--- src/rtl/lwe_dec_pkg.sv ---
package lwe_dec_pkg;

   typedef enum logic {
      ST_COLLECT = 1'b0,
      ST_REDUCE  = 1'b1
   } dec_state_e;

endpackage

--- src/rtl/lwe_key_store.sv ---
module lwe_key_store #(
   parameter int N   = 16,
   parameter int EW  = 12,
   parameter int KIW = 4,
   parameter int IW  = 5
) (
   input  logic           clk,
   input  logic           rst_n,
   input  logic           we,
   input  logic [KIW-1:0] wr_idx,
   input  logic [EW-1:0]  wr_val,
   input  logic [IW-1:0]  rd_idx,
   output logic [EW-1:0]  rd_val
);

   logic [EW-1:0] elem [N];

   for (genvar g = 0; g < N; g++) begin : g_elem
      always_ff @(posedge clk or negedge rst_n) begin
         if (!rst_n)
            elem[g] <= '0;
         else if (we && (wr_idx == KIW'(g)))
            elem[g] <= wr_val;
      end
   end

   always_comb begin
      rd_val = '0;
      for (int i = 0; i < N; i++)
         if (rd_idx == IW'(i)) rd_val = elem[i];
   end

endmodule

--- src/rtl/lwe_mac.sv ---
module lwe_mac #(
   parameter int EW = 12,
   parameter int AW = 29
) (
   input  logic          clk,
   input  logic          rst_n,
   input  logic          clr,
   input  logic          en,
   input  logic [EW-1:0] a,
   input  logic [EW-1:0] b,
   output logic [AW-1:0] acc
);

   logic [AW-1:0] prod;

   assign prod = AW'(a) * AW'(b);

   always_ff @(posedge clk or negedge rst_n) begin
      if (!rst_n)
         acc <= '0;
      else if (clr)
         acc <= '0;
      else if (en)
         acc <= acc + prod;
   end

endmodule

--- src/rtl/lwe_mod_reduce.sv ---
module lwe_mod_reduce #(
   parameter int Q         = 3329,
   parameter int XW        = 30,
   parameter int QB        = 12,
   parameter bit ITERATIVE = 1'b1
) (
   input  logic          clk,
   input  logic          rst_n,
   input  logic          start,
   input  logic [XW-1:0] x_in,
   output logic          done,
   output logic [QB-1:0] r_out
);

   localparam int SH = XW - QB;
   localparam int SW = (SH > 0) ? $clog2(SH + 1) : 1;

   logic [XW-1:0] rem;

   if (SH < 1) begin : g_bad_width
      $error("lwe_mod_reduce: XW must exceed QB");
   end

   if (ITERATIVE) begin : g_iter
      logic [SW-1:0] cnt;
      logic          busy;
      logic [XW-1:0] dvs;

      assign dvs = XW'(Q) << cnt;

      always_ff @(posedge clk or negedge rst_n) begin
         if (!rst_n) begin
            rem  <= '0;
            cnt  <= '0;
            busy <= 1'b0;
            done <= 1'b0;
         end else begin
            done <= 1'b0;
            if (start) begin
               rem  <= x_in;
               cnt  <= SW'(SH);
               busy <= 1'b1;
            end else if (busy) begin
               if (rem >= dvs) rem <= rem - dvs;
               if (cnt == '0) begin
                  busy <= 1'b0;
                  done <= 1'b1;
               end else begin
                  cnt <= cnt - 1'b1;
               end
            end
         end
      end
   end else begin : g_flat
      always_ff @(posedge clk or negedge rst_n) begin
         if (!rst_n) begin
            rem  <= '0;
            done <= 1'b0;
         end else begin
            done <= start;
            if (start) rem <= x_in % XW'(Q);
         end
      end
   end

   assign r_out = rem[QB-1:0];

endmodule

--- src/rtl/lwe_decrypt_bit.sv ---
module lwe_decrypt_bit #(
   parameter int N         = 16,
   parameter int Q         = 3329,
   parameter bit ITERATIVE = 1'b1,
   localparam int QB       = $clog2(Q + 1),
   localparam int KIW      = (N > 1) ? $clog2(N) : 1
) (
   input  logic           clk,
   input  logic           rst_n,
   input  logic           key_we,
   input  logic [KIW-1:0] key_idx,
   input  logic [QB-1:0]  key_val,
   input  logic           ct_valid,
   output logic           ct_ready,
   input  logic [QB-1:0]  ct_data,
   output logic           bit_valid,
   output logic           bit_out
);

   import lwe_dec_pkg::*;

   localparam int    IW     = $clog2(N + 1);
   localparam int    AW     = 2 * QB + $clog2(N + 1);
   localparam int    XW     = AW + 1;
   localparam longint KMUL  = ((longint'(1) << AW) + longint'(Q) - 1) / longint'(Q);
   localparam logic [XW-1:0] OFFS = XW'(KMUL * longint'(Q));

   if (Q < 4) begin : g_bad_q
      $error("lwe_decrypt_bit: Q must be at least 4");
   end
   if (N < 2) begin : g_bad_n
      $error("lwe_decrypt_bit: N must be at least 2");
   end

   dec_state_e      st;
   logic [IW-1:0]   idx;
   logic            fire;
   logic            last_beat;
   logic [QB-1:0]   key_rd;
   logic [AW-1:0]   acc;
   logic [XW-1:0]   red_x;
   logic            red_start;
   logic            red_done;
   logic [QB-1:0]   red_r;
   logic [QB+1:0]   d4;
   logic            near_half;

   assign ct_ready  = (st == ST_COLLECT);
   assign fire      = ct_valid && ct_ready;
   assign last_beat = (idx == IW'(N));
   assign red_start = fire && last_beat;
   assign red_x     = OFFS + XW'(ct_data) - XW'(acc);

   assign d4        = {red_r, 2'b00};
   assign near_half = (d4 >= (QB+2)'(Q)) && (d4 < (QB+2)'(3 * Q));

   lwe_key_store #(.N(N), .EW(QB), .KIW(KIW), .IW(IW)) u_keys (
      .clk    (clk),
      .rst_n  (rst_n),
      .we     (key_we),
      .wr_idx (key_idx),
      .wr_val (key_val),
      .rd_idx (idx),
      .rd_val (key_rd)
   );

   lwe_mac #(.EW(QB), .AW(AW)) u_mac (
      .clk   (clk),
      .rst_n (rst_n),
      .clr   (red_start),
      .en    (fire && !last_beat),
      .a     (ct_data),
      .b     (key_rd),
      .acc   (acc)
   );

   lwe_mod_reduce #(.Q(Q), .XW(XW), .QB(QB), .ITERATIVE(ITERATIVE)) u_red (
      .clk   (clk),
      .rst_n (rst_n),
      .start (red_start),
      .x_in  (red_x),
      .done  (red_done),
      .r_out (red_r)
   );

   always_ff @(posedge clk or negedge rst_n) begin
      if (!rst_n) begin
         st        <= ST_COLLECT;
         idx       <= '0;
         bit_valid <= 1'b0;
         bit_out   <= 1'b0;
      end else begin
         bit_valid <= 1'b0;
         unique case (st)
            ST_COLLECT: begin
               if (fire) begin
                  if (last_beat) begin
                     idx <= '0;
                     st  <= ST_REDUCE;
                  end else begin
                     idx <= idx + 1'b1;
                  end
               end
            end
            ST_REDUCE: begin
               if (red_done) begin
                  bit_valid <= 1'b1;
                  bit_out   <= near_half;
                  st        <= ST_COLLECT;
               end
            end
            default: st <= ST_COLLECT;
         endcase
      end
   end

endmodule

--- config.mk ---
export PLATFORM = sky130hd
export DESIGN_NAME = lwe_decrypt_bit
export DESIGN_NICKNAME = d
export VERILOG_FILES = /design/src/rtl/lwe_dec_pkg.sv /design/src/rtl/lwe_key_store.sv /design/src/rtl/lwe_mac.sv /design/src/rtl/lwe_mod_reduce.sv /design/src/rtl/lwe_decrypt_bit.sv
export SDC_FILE = /design/constraint.sdc
export NUM_CORES = 1
export LEC_CHECK = 0
export BUFFER_PORTS_ARGS = -buffer_cell sky130_fd_sc_hd__clkbuf_2
export CAP_MARGIN = 10
export CORE_ASPECT_RATIO = 0.7
export CORE_UTILIZATION = 35
export CTS_CLUSTER_DIAMETER = 120
export CTS_CLUSTER_SIZE = 16
export DETAILED_ROUTE_END_ITERATION = 6
export GPL_TIMING_DRIVEN = 1
export PLACE_DENSITY = 0.54
export SYNTH_ARGS = -nofsm -noshare
export SYNTH_HDL_FRONTEND = slang
export SYNTH_HIERARCHICAL = 1
export SYNTH_SLANG_ARGS = --single-unit
--- constraint.sdc ---
create_clock -name clk -period 8.6 [get_ports clk]
set_input_delay 2.58 -clock clk [delete_from_list [all_inputs] [get_ports clk]]
set_output_delay 2.58 -clock clk [all_outputs]
set_load 0.005 [all_outputs]
# Word-level counts from Yosys, hierarchy flattened
# Cells that the tools add are included.
classes:
  add_sub_neg: 6
  n_lt_le_gt_ge: 3
  n_bitwise: 1
  div_mod_pow: 0
  muxes: 37
  n_eq_ne: 32
  n_mul: 1
  n_shift: 1
  n_reduce_logical: 31
op_table:
  columns: ["op", "count"]
  rows:
  - ["$mux W12", 16]
  - ["$mux W30", 3]
  - ["$mux W29", 2]
  - ["$eq A5 B4 Y1 const B", 8]
  - ["$eq A4 B4 Y1 const B", 8]
  - ["$add A30 B12 Y30 const A", 1]
  - ["$ge A30 B30 Y1", 1]
  - ["$shl A12 B5 Y30 const A", 1]
  - ["$sub A30 B29 Y30", 1]
  - ["$sub A30 B30 Y30", 1]
  - ["$add A29 B24 Y29", 1]
  - ["$mul A12 B12 Y24", 1]
  - ["$eq A5 B3 Y1 const B", 4]
  - ["$logic_and A1 B1 Y1", 20]
  - ["$mux W5", 4]
  - ["$eq A4 B3 Y1 const B", 4]
  - ["$ge A14 B12 Y1 const B", 1]
  - ["$lt A14 B14 Y1 const B", 1]
  - ["$mux W1", 11]
  - ["$eq A5 B2 Y1 const B", 2]
  - ["$logic_not A5 Y1", 2]
  - ["$eq A4 B2 Y1 const B", 2]
  - ["$reduce_and A2 Y1", 4]
  - ["$reduce_bool A2 Y1", 3]
  - ["10 further kinds", 10]
totals:
  rom_bits: 0
  in_bits: 32
  output_inout_bits: 3
  n_memories: 0
  latch_bits: 0
  register_bits: 266
  elab_cells: 137
  ram_bits: 0

# Depth between registers and ports, before layout
logic_depth:
  word_depth: 21
  depth_mapped: 26
  mapped_depth_nobuf: 23

# By module
# The synthesis kept the hierarchy.
modules_own_cells:
  columns: ["mod", "cells_per_inst", "area_each_um2", "seq_area_each_um2", "n_inst"]
  rows:
  - ["lwe_key_store", 739, 9231.4, 4804.6, 1]
  - ["lwe_mac", 785, 7001.7, 725.7, 1]
  - ["lwe_mod_reduce", 465, 3702.3, 925.9, 1]
  - ["lwe_decrypt_bit", 183, 1426.4, 200.2, 1]

# Least setup slack after synthesis
# OpenSTA, ideal clock, no wires.
synth_timing:
  path_type: "input port to flip-flop"
  start: "input ct_data[5]"
  end: "register u_mac.acc[28]"
  path_stages: 18
  n_path_buf: 1
  path_slack_ns: 1.207
  arrival_time_ns: 7.315
  path_cell_list: "clkbuf_1 and2_1 fa_1 inv_1 fa_1 inv_1 fa_1 inv_1 fa_1 fa_1 inv_1 ha_1 nand2_2 o311a_4 o2111ai_4 a2111oi_2 or4_1 a21oi_1"
synth_between:
  elab_chain_cells: 4
synth_lines:
  columns: ["element", "line", "source"]
  rows:
  - ["start: declaration", "lwe_decrypt_bit.sv:15", "input logic [QB-1:0] ct_data,"]
  - ["$mul A12 B12 Y24", "lwe_mac.sv:16", "assign prod = AW'(a) * AW'(b);"]
  - ["$add A29 B24 Y29", "lwe_mac.sv:24", "acc <= acc + prod;"]
  - ["$mux W29", "lwe_mac.sv:23", "else if (en)"]
  - ["$mux W29", "lwe_mac.sv:21", "else if (clr)"]
  - ["end signal: assignment", "lwe_mac.sv:24", null]
  - ["end: declaration", "lwe_mac.sv:11", "output logic [AW-1:0] acc"]
# Every way passes these cells. The select of a mux whose other input is x is not followed.
# A chain may end at the register's enable or synchronous reset.

# Final worst setup path
layout_timing:
  start: "register idx[0]"
  end: "register u_mac.acc[28]"
layout_between:
  elab_chain_cells: 21
  word_cells_on_any_way: 41
  classes_between: "add/sub (1); mul (1); eq/ne (16); mux (18); reduce/logical (5)"
layout_lines:
  columns: ["element", "line", "source"]
  rows:
  - ["start: declaration", "lwe_decrypt_bit.sv:36", "logic [IW-1:0] idx;"]
  - ["start signal: assignment", "lwe_decrypt_bit.sv:101", "idx <= idx + 1'b1;"]
  - ["$logic_not A5 Y1", "lwe_key_store.sv:30", "if (rd_idx == IW'(i)) rd_val = elem[i];"]
  - ["$mux W12 (15 in a row)", "lwe_key_store.sv:30", null]
  - ["$mux W12 *", "lwe_key_store.sv:30", null]
  - ["via key_rd[10]", "lwe_decrypt_bit.sv:39", "logic [QB-1:0] key_rd;"]
  - ["$mul A12 B12 Y24 *", "lwe_mac.sv:16", null]
  - ["$add A29 B24 Y29 *", "lwe_mac.sv:24", null]
  - ["$mux W29 *", "lwe_mac.sv:23", null]
  - ["$mux W29 *", "lwe_mac.sv:21", null]
# Mark *: on every way through the listed nets, which the timed path passes. The rest lies on a longest branch. The select of a mux whose other input is x is not followed.

==> impl_metrics.ini <==
[floorplan]
die_w_um = 297
rows = 75
coreArea_um2 = 60200
initial_core_util = 0.355
die-area_um2 = 62000
ios = 35
die_h_um = 209

[drt]
ant_nets = 0
via_count = 15900
drc = 0
wl_per_cell_um = 20.0
viasPerCell = 5.36
drt_iter0_drc = 1283
drtPass1Iterations = 5
totalWireLength_mm = 59.1

[setup_path]
crit_path_max_incr_delay_ns = 0.82
cp_cell_sequence = nor2b_1, and2_1, a221oi_1, o221ai_2, nand2_1, fa_1, fa_1, inv_1, fa_1, fa_1, inv_1, fa_1, inv_1, ha_1, and2_2, o2111ai_4, o2111ai_4, a2111oi_2, or4_1, a21oi_1
crit_slowest_cell = o221ai_2
cpMostUsedCell = fa_1
crit_path_max_fanout = 16
worstSetupPathType = flop to flop
cp-end-kind = flop
start_kind = flop
cp.arrival_ns = 8.25
cp.required_ns = 9.05

[sta]
setup_slack_ns = 0.795
tns_ns = 0
hold_ws_ns = 0.468
maxSlewViolCount = 0
min_period_over_period = 0.908
finalHoldViolCount = 0
finalCriticalPeriod_ns = 7.80
setup_viol = 0
max_freq_mhz = 128
finClkSkew_ns = 0.0186
worst_slew_pin_slew_ns = 1.12
slew_headroom = 0.248
rsz0062_at_grt = no

[final_layout]
fill_cells = 5954
mostFrequentLayoutCells = 264 x dfrtp_1, 246 x inv_1, 184 x nand2_1, 166 x mux2_2, 130 x ha_1
syn_to_final_growth_pct = 6.88
diodes = 0
nets = 2435
layout-drive-gt1-share = 0.146
layout_commonest_cell = dfrtp_1
multiInputGateArea_um2 = 13200
regArea_um2 = 6660

[clock_tree]
clkSlewWorstSetupHoldPaths_ns = 0.08
cts_tree = built
cts.path.max_buffers = 3
cts-resized-gates = 0
cts_setup_buffers = 0
cts_max_level = 1
cts.sinks = 266
cts-buffers-inserted = 20
cts_root_buffer = clkbuf_16
clock_latency_ns = 0.54
hold_buffers = 0

[yosys]
synth_fp_nets = 2459
synthArstFlopShare = 1.00
ys.flop_type = dfrtp_1
synth-seq-cells = 266
synthCells = 2172
synth_area_um2 = 21400
synth.avg_cell_area_um2 = 9.84
synth_warnings = 6
yosysSeqAreaShare = 0.312
synth_edf_count = 0
synthDistinctLibCells = 94

[place]
place_congestion = 0.881
hpwlAfterDp_mm = 44.2
port_buffers = 34
place_ws_ns = 0.787

[hold_path]
min_path_type = flop to flop

[grt]
grt.total_usage = 0.192
grt_pass1_vias = 16200
grt_pass1_wl_mm = 94.4
grt_antenna_before_repair = 0
grt_overflow = 0
grt_start_max_net_pins = 182

[run]
maxCapViolations = 0

[status]
status = completed
## cell type report
type,count,share of cell area
Multi-Input combinational cell,1535,0.578
Sequential cell,266,0.292
Tap cell,808,0.0443
Inverter,250,0.0411
Clock buffer,21,0.0221
Timing Repair Buffer,75,0.0219
Clock inverter,2,0.00110
## state kept, by name, summed over array words and instances (netlist names)
name,cells
bit_valid,1
u_red/done,1
bit_out,1
u_red/g_iter.busy,1
st,1
idx,5
u_keys/elem,192
u_red/rem,30
u_mac/acc,29
u_red/g_iter.cnt,5
## worst paths after layout
path                             from         endpoint  slack [ns]  cells past startpoint
max                            idx[0]    u_mac/acc[28]        0.80                     20
min                        u_red/done               st        0.47                      1
max reg2reg                    idx[0]    u_mac/acc[28]        0.80                     20
min reg2reg                u_red/done               st        0.47                      1
max in group asynchronous       rst_n           idx[0]        5.05                      2
min in group asynchronous       rst_n  u_keys/elem[87]        2.04                      1
## cell usage after synthesis (8+ instances only)
cell type	n	area [µm²]
o21a_1	9	67.6
ha_1	130	1630
mux4_2	8	180
o21ai_0	79	395
fa_1	125	2500
inv_1	246	923
nand3b_1	8	60.1
and3_1	8	50.1
a21oi_1	94	470
nor2b_1	21	131
dfrtp_1	266	6660
mux2_1	39	439
a22oi_1	15	113
buf_2	26	130
o22ai_1	14	87.6
and2_1	95	594
buf_4	17	128
nand2_1	184	691
nand2b_1	25	156
nand4_1	14	87.6
xor2_1	33	289
nor2_1	99	372
a31oi_1	16	100
clkbuf_1	67	251
a32oi_1	9	78.8
mux2_2	166	1870
o211ai_1	17	128
mux2i_1	35	350
a21o_1	24	180
nor3_1	21	105
nand3_1	34	170
xnor2_1	38	333
o21ai_1	12	60.1
## logic make-up (layout without fill, tap and decap cells)
logic type	after synthesis	after routing	synth area share
compound gates	400	400	0.129
buf+inv	371	348	0.0719
mux	248	248	0.133
fa+ha+maj	255	255	0.193
simple gates	561	561	0.132
xor+xnor	71	71	0.0291
flops	266	266	0.312
## per-stage QoR
| step | utilization | instance area, µm² | std cells |
|---|---|---|---|
| 6_report | 0.380 | 22800 | 2957 |
| 5_1_grt | 0.380 | 22800 | 2957 |
| 4_1_cts | 0.380 | 22800 | 2957 |
| 3_5_place_dp | 0.371 | 22300 | 2934 |
| 3_3_place_gp | 0.371 | 22300 | 2934 |
| 2_1_floorplan | - | 21400 | 2172 |
## layer usage
layer / vias to the layer above / share of wire / GRT usage
li1: 7374 / - / -
met1: 8029 / 0.53 / 0.308
met2: 398 / 0.39 / 0.266
met3: 50 / 0.063 / 0.0346
met4: 0 / 0.012 / 0.0283
met5: - / 0 / 0
## worst max-delay path: cells and delay by family, from the launching register on
family	cells	cell delay, ns
and+or+nand+nor	5	2.18
adders and majority gates	6	3.04
buffers and inverters	3	0.14
DFF	1	0.56
AOI/OAI and AO/OA	6	1.79
Power is not shown: default switching activity piles up to over one toggle a cycle in this logic, so the estimate is an artifact.
